[src/rtl/wdog_pkg.sv]
package wdog_pkg;
   localparam int MODE_W = 2;

   typedef enum logic [1:0] {
      LVL_QUIET = 2'd0,
      LVL_IRQ   = 2'd1,
      LVL_NMI   = 2'd2,
      LVL_RESET = 2'd3
   } wdog_level_e;
endpackage

[src/rtl/wdog_prescale.sv]
module wdog_prescale #(
   parameter int DIV_LOG2_MIN = 8,
   parameter int NUM_DIV      = 3,
   parameter int SEL_W        = 2
) (
   input  logic             clk,
   input  logic             rst_n,
   input  logic             restart,
   input  logic [SEL_W-1:0] sel,
   output logic             tick
);
   localparam int PRE_W = DIV_LOG2_MIN + NUM_DIV - 1;
   localparam logic [SEL_W-1:0] SEL_MAX = SEL_W'(NUM_DIV - 1);

   initial begin
      assert (DIV_LOG2_MIN >= 1) else $error("DIV_LOG2_MIN must be at least 1");
      assert (NUM_DIV >= 1 && NUM_DIV <= (1 << SEL_W)) else $error("NUM_DIV must fit the divisor code");
   end

   logic [PRE_W-1:0]   pre_q;
   logic [NUM_DIV-1:0] wrap_opt;
   logic [SEL_W-1:0]   sel_c;

   // One terminal-count detector for each selectable divisor.
   for (genvar g = 0; g < NUM_DIV; g++) begin : g_div
      assign wrap_opt[g] = &pre_q[DIV_LOG2_MIN+g-1:0];
   end

   always_comb begin
      sel_c = (sel > SEL_MAX) ? SEL_MAX : sel;
      tick  = wrap_opt[sel_c] & ~restart;
   end

   always_ff @(posedge clk or negedge rst_n) begin
      if (!rst_n)       pre_q <= '0;
      else if (restart) pre_q <= '0;
      else              pre_q <= pre_q + 1'b1;
   end
endmodule

[src/rtl/wdog_downcount.sv]
module wdog_downcount #(
   parameter int LEN_W = 16,
   parameter int LOW_W = 8
) (
   input  logic                   clk,
   input  logic                   rst_n,
   input  logic                   load,
   input  logic [LEN_W-1:0]       len,
   input  logic                   run,
   input  logic                   tick,
   output logic [LEN_W+LOW_W-1:0] count,
   output logic                   expire
);
   localparam int CNT_W = LEN_W + LOW_W;

   initial begin
      assert (LEN_W >= 1 && LOW_W >= 0) else $error("bad counter widths");
   end

   logic [CNT_W-1:0] reload;

   always_comb begin
      reload = {len, {LOW_W{1'b0}}};
      expire = run & tick & ~load & (count == CNT_W'(1));
   end

   always_ff @(posedge clk or negedge rst_n) begin
      if (!rst_n)                            count <= '0;
      else if (load)                         count <= reload;
      else if (expire)                       count <= reload;
      else if (run && tick && count != '0)   count <= count - 1'b1;
   end
endmodule

[src/rtl/wdog_escalate.sv]
module wdog_escalate
   import wdog_pkg::*;
(
   input  logic              clk,
   input  logic              rst_n,
   input  logic              clear,
   input  logic              expire,
   input  logic [MODE_W-1:0] mode,
   output wdog_level_e       level,
   output logic              rst_pulse
);
   logic may_step;

   always_comb may_step = expire & ~clear & (MODE_W'(level) < mode);

   always_ff @(posedge clk or negedge rst_n) begin
      if (!rst_n) begin
         level     <= LVL_QUIET;
         rst_pulse <= 1'b0;
      end else begin
         rst_pulse <= may_step & (level == LVL_NMI);
         if (clear)         level <= LVL_QUIET;
         else if (may_step) level <= wdog_level_e'(level + 2'd1);
      end
   end
endmodule

[src/rtl/wdog_stage_timer.sv]
module wdog_stage_timer
   import wdog_pkg::*;
#(
   parameter int LEN_W        = 16,
   parameter int LOW_W        = 8,
   parameter int DIV_LOG2_MIN = 8,
   parameter int NUM_DIV      = 3,
   parameter int SEL_W        = 2
) (
   input  logic                   clk,
   input  logic                   rst_n,
   input  logic                   cfg_we,
   input  logic [LEN_W-1:0]       cfg_len,
   input  logic [1:0]             cfg_mode,
   input  logic [SEL_W-1:0]       cfg_div,
   input  logic                   poke_we,
   output logic [LEN_W+LOW_W-1:0] count_o,
   output logic [1:0]             stage_o,
   output logic                   irq_o,
   output logic                   nmi_o,
   output logic                   rst_req_o
);
   logic [LEN_W-1:0]  len_q;
   logic [MODE_W-1:0] mode_q;
   logic [SEL_W-1:0]  div_q;
   logic              restart, tick, expire, running;
   wdog_level_e       level;

   always_ff @(posedge clk or negedge rst_n) begin
      if (!rst_n) begin
         len_q  <= '0;
         mode_q <= '0;
         div_q  <= '0;
      end else if (cfg_we) begin
         len_q  <= cfg_len;
         mode_q <= cfg_mode;
         div_q  <= cfg_div;
      end
   end

   always_comb begin
      restart = cfg_we | poke_we;
      running = (mode_q != '0);
   end

   // A control write must use the incoming settings in the same edge.
   wdog_prescale #(
      .DIV_LOG2_MIN(DIV_LOG2_MIN), .NUM_DIV(NUM_DIV), .SEL_W(SEL_W)
   ) u_pre (
      .clk(clk), .rst_n(rst_n), .restart(restart), .sel(div_q), .tick(tick)
   );

   wdog_downcount #(.LEN_W(LEN_W), .LOW_W(LOW_W)) u_cnt (
      .clk(clk), .rst_n(rst_n), .load(restart),
      .len(cfg_we ? cfg_len : len_q),
      .run(running), .tick(tick), .count(count_o), .expire(expire)
   );

   wdog_escalate u_lvl (
      .clk(clk), .rst_n(rst_n), .clear(restart), .expire(expire),
      .mode(mode_q), .level(level), .rst_pulse(rst_req_o)
   );

   always_comb begin
      stage_o = level;
      irq_o   = (level != LVL_QUIET);
      nmi_o   = (level == LVL_NMI) || (level == LVL_RESET);
   end
endmodule

[config.mk]
export PLATFORM = sky130hd
export DESIGN_NAME = wdog_stage_timer
export DESIGN_NICKNAME = d
export VERILOG_FILES = /design/src/rtl/wdog_pkg.sv /design/src/rtl/wdog_prescale.sv /design/src/rtl/wdog_downcount.sv /design/src/rtl/wdog_escalate.sv /design/src/rtl/wdog_stage_timer.sv
export SDC_FILE = /design/constraint.sdc
export NUM_CORES = 1
export LEC_CHECK = 0
export BUFFER_PORTS_ARGS = -buffer_cell sky130_fd_sc_hd__buf_2
export CAP_MARGIN = 20
export CORE_ASPECT_RATIO = 1.75
export CORE_UTILIZATION = 56
export DETAILED_ROUTE_END_ITERATION = 8
export GPL_TIMING_DRIVEN = 0
export PLACE_DENSITY = 0.83
export SYNTH_ARGS = -nofsm -noshare
export SYNTH_HDL_FRONTEND = slang
export SYNTH_SLANG_ARGS = --single-unit
export TNS_END_PERCENT = 30
[constraint.sdc]
create_clock -name clk -period 8.3 [get_ports clk]
set_input_delay 1.245 -clock clk [delete_from_list [all_inputs] [get_ports clk]]
set_output_delay 1.245 -clock clk [all_outputs]
set_load 0.01 [all_outputs]
=== Word level (Yosys, flattened, before mapping) ===
Index checks and enable logic that the tools add are counted.

* $add $sub $neg: 3
* Magnitude comparators: 3
* Equality and inequality tests: 3
* Mux-type cells: 10
* Bitwise operators: 9
* Reductions and logical operators: 11

{| class="wikitable"
|+ Operators with widths
! cell !! number
|-
| $mux 24 || 3
|-
| $eq 24x1->1 const B || 1
|-
| $reduce_bool 24->1 || 1
|-
| $sub 24x1->24 const B || 1
|-
| $mux 16 || 1
|-
| $add 10x1->10 const B || 1
|-
| $mux 10 || 1
|-
| $reduce_and 10->1 || 1
|-
| $reduce_and 9->1 || 1
|-
| $reduce_and 8->1 || 1
|-
| $and 1x1->1 || 7
|-
| $mux 2 || 3
|-
| $reduce_bool 2->1 || 3
|-
| $eq 2x2->1 const B || 2
|-
| $lt 2x3->1 const B || 1
|-
| $reduce_bool 3->1 || 1
|-
| $add 2x1->2 const B || 1
|-
| $bmux 1 s2 || 1
|-
| $gt 2x2->1 const B || 1
|-
| $logic_and 1x1->1 || 2
|-
| $lt 2x2->1 || 1
|-
| $logic_or 1x1->1 || 1
|-
| $mux 1 || 1
|-
| $not 1->1 || 1
|-
| $or 1x1->1 || 1
|}

* Bits in registers: 57
* Input port bits: 24
* Output and inout port bits: 29
* Word-level logic and storage cells: 46

=== Depth between registers and ports, before layout ===
* Depth after elaboration: 12
* Gate-level depth with buffers: 12
* Mapped depth without buffers: 10

=== By module ===
From an unflattened synthesis, not the netlist that was laid out.

* Cells, all modules: 278
* Area, all modules: 3039.2 um2

{| class="wikitable"
|+ Modules (own cells, without submodules)
! module !! times used !! cells an instance !! area each (um2) !! sequential area each (um2)
|-
| wdog_downcount || 1 || 168 || 1508.9 || 600.6
|-
| wdog_stage_timer || 1 || 46 || 842.1 || 500.5
|-
| wdog_prescale || 1 || 49 || 494.2 || 250.2
|-
| wdog_escalate || 1 || 15 || 193.9 || 75.1
|}

=== Worst setup path after synthesis ===
No wires, ideal clock.

* Path type: input to register
* Start: input port poke_we
* End: register u_cnt.count[11]
* Library setup time: 126 ps
* Arrival time: 2736 ps
* Data required time: 8174 ps
* Path slack: 5438 ps
* Cell stages on the path: 6
* Buffers on the path: 0
* Path through: nor2_1 o221ai_1 a211o_1 o21ai_1 o21ai_1 a221o_1

* Longest elaborated chain between the ends: 8
* Elaborated cells on any way between the ends: 11
* Classes of those cells: mux: 2; bitwise: 6; reduce/logical: 3

{| class="wikitable"
|+ RTL lines
! item !! RTL line !! source
|-
| start, declared || wdog_stage_timer.sv:16 || <nowiki>input logic poke_we,</nowiki>
|-
| $or 1x1->1 * || wdog_stage_timer.sv:42 || <nowiki>restart = cfg_we | poke_we;</nowiki>
|-
| $not 1->1 || wdog_prescale.sv:31, wdog_downcount.sv:24 ||
|-
| $and 1x1->1 || wdog_prescale.sv:31 || <nowiki>tick = wrap_opt[sel_c] & ~restart;</nowiki>
|-
| $and 1x1->1 (3 in a row) || wdog_downcount.sv:24 || <nowiki>expire = run & tick & ~load & (count == CNT_W'(1));</nowiki>
|-
| $mux 24 || wdog_downcount.sv:30 || <nowiki>else if (expire) count <= reload;</nowiki>
|-
| $mux 24 || wdog_downcount.sv:29 || <nowiki>else if (load) count <= reload;</nowiki>
|-
| end signal, assigned || wdog_downcount.sv:29 ||
|-
| end signal, assigned || wdog_downcount.sv:30 ||
|-
| end signal, assigned || wdog_downcount.sv:31 || <nowiki>else if (run && tick && count != '0) count <= count - 1'b1;</nowiki>
|-
| end, declared || wdog_downcount.sv:11 || <nowiki>output logic [LEN_W+LOW_W-1:0] count,</nowiki>
|}

Mark *: on every way between the ends. The rest lies on a longest branch, timed or not.
A chain may end at the register's enable or synchronous reset.

=== Worst setup path after layout ===
* Start: input port cfg_we
* End: register u_cnt.count[21]

* Longest elaborated chain between the ends: 8
* Elaborated cells on any way between the ends: 12
* Classes of those cells: mux: 3; bitwise: 6; reduce/logical: 3

{| class="wikitable"
|+ RTL lines
! item !! RTL line !! source
|-
| start, declared || wdog_stage_timer.sv:12 || <nowiki>input logic cfg_we,</nowiki>
|-
| $or 1x1->1 || wdog_stage_timer.sv:42 ||
|-
| $not 1->1 || wdog_prescale.sv:31, wdog_downcount.sv:24 ||
|-
| $and 1x1->1 || wdog_prescale.sv:31 ||
|-
| $and 1x1->1 (3 in a row) || wdog_downcount.sv:24 ||
|-
| $mux 24 || wdog_downcount.sv:30 ||
|-
| $mux 24 || wdog_downcount.sv:29 ||
|}

Several ways; a longest one is shown, not always the timed one.

==> out/metrics.yaml <==
power_frac_clock: 0.379
reg2regPathDepth: 10
fp.dieH_um: 99.8
cts_sinks: 57
area_growth_pct: 17.8
clk_pin_slew_ns: 0.06
start_util: 0.583
fmax_mhz: 303
place_hpwl_mm: 5.38
synth_ff_type: "dfrtp_1"
pin_count: 53
io_buffers: 52
die_area_um2: 5780
synthArstFlopShare: 1.00
drt_pass1_iterations: 7
crit_type: "in2reg"
p_comb_frac: 0.140
postCtsHoldBufs: 0
core_um2: 5260
seqPwrFrac: 0.482
initialDrtViolationCount: 75
p_per_area_nw_per_um2: 186
yosysSeqAreaShare: 0.466
clkLatencyLatePin_ns: 0.34
yosysUniqueCellTypes: 54
drive_above_1_share: 0.300
drcViolationCount: 4
cp_max_fo: 9
finalPower_mw: 0.670
die_w_um: 57.9
rsz0062_at_grt: "no"
place_area_um2: 3410
ys.warnings.count: 0
maxCapViolCount: 0
fin_crit_ns: 3.31
vias: 2522
fillers: 394
finClkSkew_ns: 0.00663
violations: "design-rule violations"
vias_per_cell: 5.98
htreeDepth: 3
setup_tns_ns: 0
synth.cell_area_um2: 3060
fp-row-count: 35
antenna_found_initial: 0
avgSynthCellArea_um2: 10.3
status: "complete, but fails checks"
holdPathStages: 1
final_nets: 395
cts_setup_buffers: 0
dp.cells: 406
grt_max_degree: 30
grt_pass1_vias: 2547
instances_no_fill: 422
peakVddDrop_v: 0.000145
synth_edf_count: 0
worstPathArrival_ns: 3.52
diodes: 0
grt_usage: 0.262
post_cts_resized: 0
grt.overflow.total: 0
syn_nets: 331
slew_headroom: 0.440
endpoint_kind: "register"
setup_viol_count_final: 0
cts_tree: "done"
detail_route.wl_per_cell_um: 16.8
crit_required_ns: 8.52
worstMarginPinSlew_ns: 0.840
post-route-period-util: 0.398
holdWs_ns: 0.497
hp-class: "reg2reg"
routed_wl_mm: 7.11
root_buffer: "clkbuf_8"
drv_slew: 0
hold_viol: 0
cts_buffers: 9
swShare: 0.275
grt_pass1_wl_mm: 11.4
antenna_left: 0
final_cell_area_um2: 3610
startpoint_type: "input port"
synth_seq_cells: 57
gp_congestion: 0.904
p_leak_nw: 1.65
power_switching_mw: 0.184
syn_inst: 298
clock_path_buffers: 2
internal_power_mw: 0.485
==> registers in the layout, indices dropped and copies added (netlist names) <==
register	flops
mode_q	2
div_q	2
u_cnt.count	24
u_lvl.level	2
u_pre.pre_q	10
len_q	16
u_lvl.rst_pulse	1
==> worst max-delay path, stage by stage <==
cell and delay (ns):
buf_2 0.13, nor2_1 0.37, o221ai_1 0.26, a211o_1 0.43, o21ai_1 0.59, o21ai_1 0.16, a221o_1 0.32
==> layout make-up <==
type                       count  area [um2]  area share
buffer                         9        46.3      0.0128
clock buffer                  10         138      0.0382
clock inverter                 6        57.6      0.0160
inverter                      14        52.6      0.0146
multi-input combinational    218        1540       0.426
sequential                    57        1430       0.396
tap                           55        68.8      0.0191
timing repair buffer          53         280      0.0777
==> final timing paths <==
path	startpoint	endpoint	slack, ns
max in group asynchronous	rst_n	u_cnt.count[3]	6.75
min	len_q[0]	len_q[0]	0.50
min in group asynchronous	rst_n	u_pre.pre_q[0]	0.95
max	cfg_we	u_cnt.count[21]	4.99
max reg2reg	u_pre.pre_q[0]	u_cnt.count[10]	5.20
min reg2reg	len_q[0]	len_q[0]	0.50
==> logic make-up (layout without fill, tap and decap cells) <==
kind of cell	count (synthesis)	after routing	share of synthesized area
XOR/XNOR	16	16	0.0458
multiplexers	23	23	0.0834
flip-flops	57	57	0.466
buffers and inverters	23	92	0.0323
AO/OA/AOI/OAI	48	48	0.105
AND/OR/NAND/NOR	122	122	0.231
adder cells (fa/ha/maj)	9	9	0.0368
==> routing by layer <==
metal	GRT usage	up-vias	wire length (um)
met4	0.172	0	317
met5	0	-	0
met3	0.0528	24	260
li1	-	1195	-
met1	0.278	1220	2740
met2	0.457	83	3790
==> synth_stat cells (all sizes together), types with 2 or more instances <==
cell / instances / area [um2]
inv: 14 / 52.6
clkbuf: 3 / 11.3
nor3b: 2 / 15.0
buf: 6 / 35.0
a211o: 2 / 17.5
nand3: 8 / 40.0
a21oi: 11 / 55.1
nand4: 2 / 12.5
o21a: 2 / 15.0
o221ai: 2 / 17.5
or3: 3 / 20.0
a22oi: 3 / 22.5
xor2: 4 / 35.0
or4: 2 / 16.3
nor3: 17 / 100
nor4b: 2 / 17.5
xnor2: 12 / 105
o21ai: 14 / 70.1
a21o: 2 / 15.0
mux2i: 3 / 30.0
o211ai: 2 / 15.0
mux2: 20 / 225
nor2: 34 / 128
a211oi: 2 / 20.0
and2: 3 / 18.8
or2b: 2 / 15.0
nor4: 13 / 139
nand2b: 3 / 18.8
nand2: 22 / 85.1
or2: 3 / 21.3
a221o: 2 / 20.0
and3: 3 / 18.8
dfrtp: 57 / 1430
ha: 9 / 113
==> cell usage in the layout, fill, tap and decap left out, types with 8 or more instances in the layout <==
master	count
a21oi_1	11
buf_2	56
clkbuf_8	10
dfrtp_1	57
ha_1	9
inv_1	14
mux2_2	20
nand2_1	21
nand3_1	8
nor2_1	34
nor3_1	14
nor4_1	8
o21ai_0	10
xnor2_1	12
==> stage by stage <==
step            util  setup slack, ns
2_1_floorplan      -             5.44
4_1_cts        0.686             5.02
3_3_place_gp   0.645             4.73
6_report       0.686             4.99
5_1_grt        0.686             4.86
3_5_place_dp   0.649             4.66
==> power groups by stage <==
stage	clock network (mW)	registers, mW	logic [mW]
CTS	0.257	0.322	0.0940
floorplan	0	0.326	0.0527
global route	0.271	0.325	0.102
detailed placement	0	0.327	0.0937
global placement	0	0.326	0.0895
finish	0.253	0.323	0.0935
No activity file was read; power rests on OpenSTA's default activity.
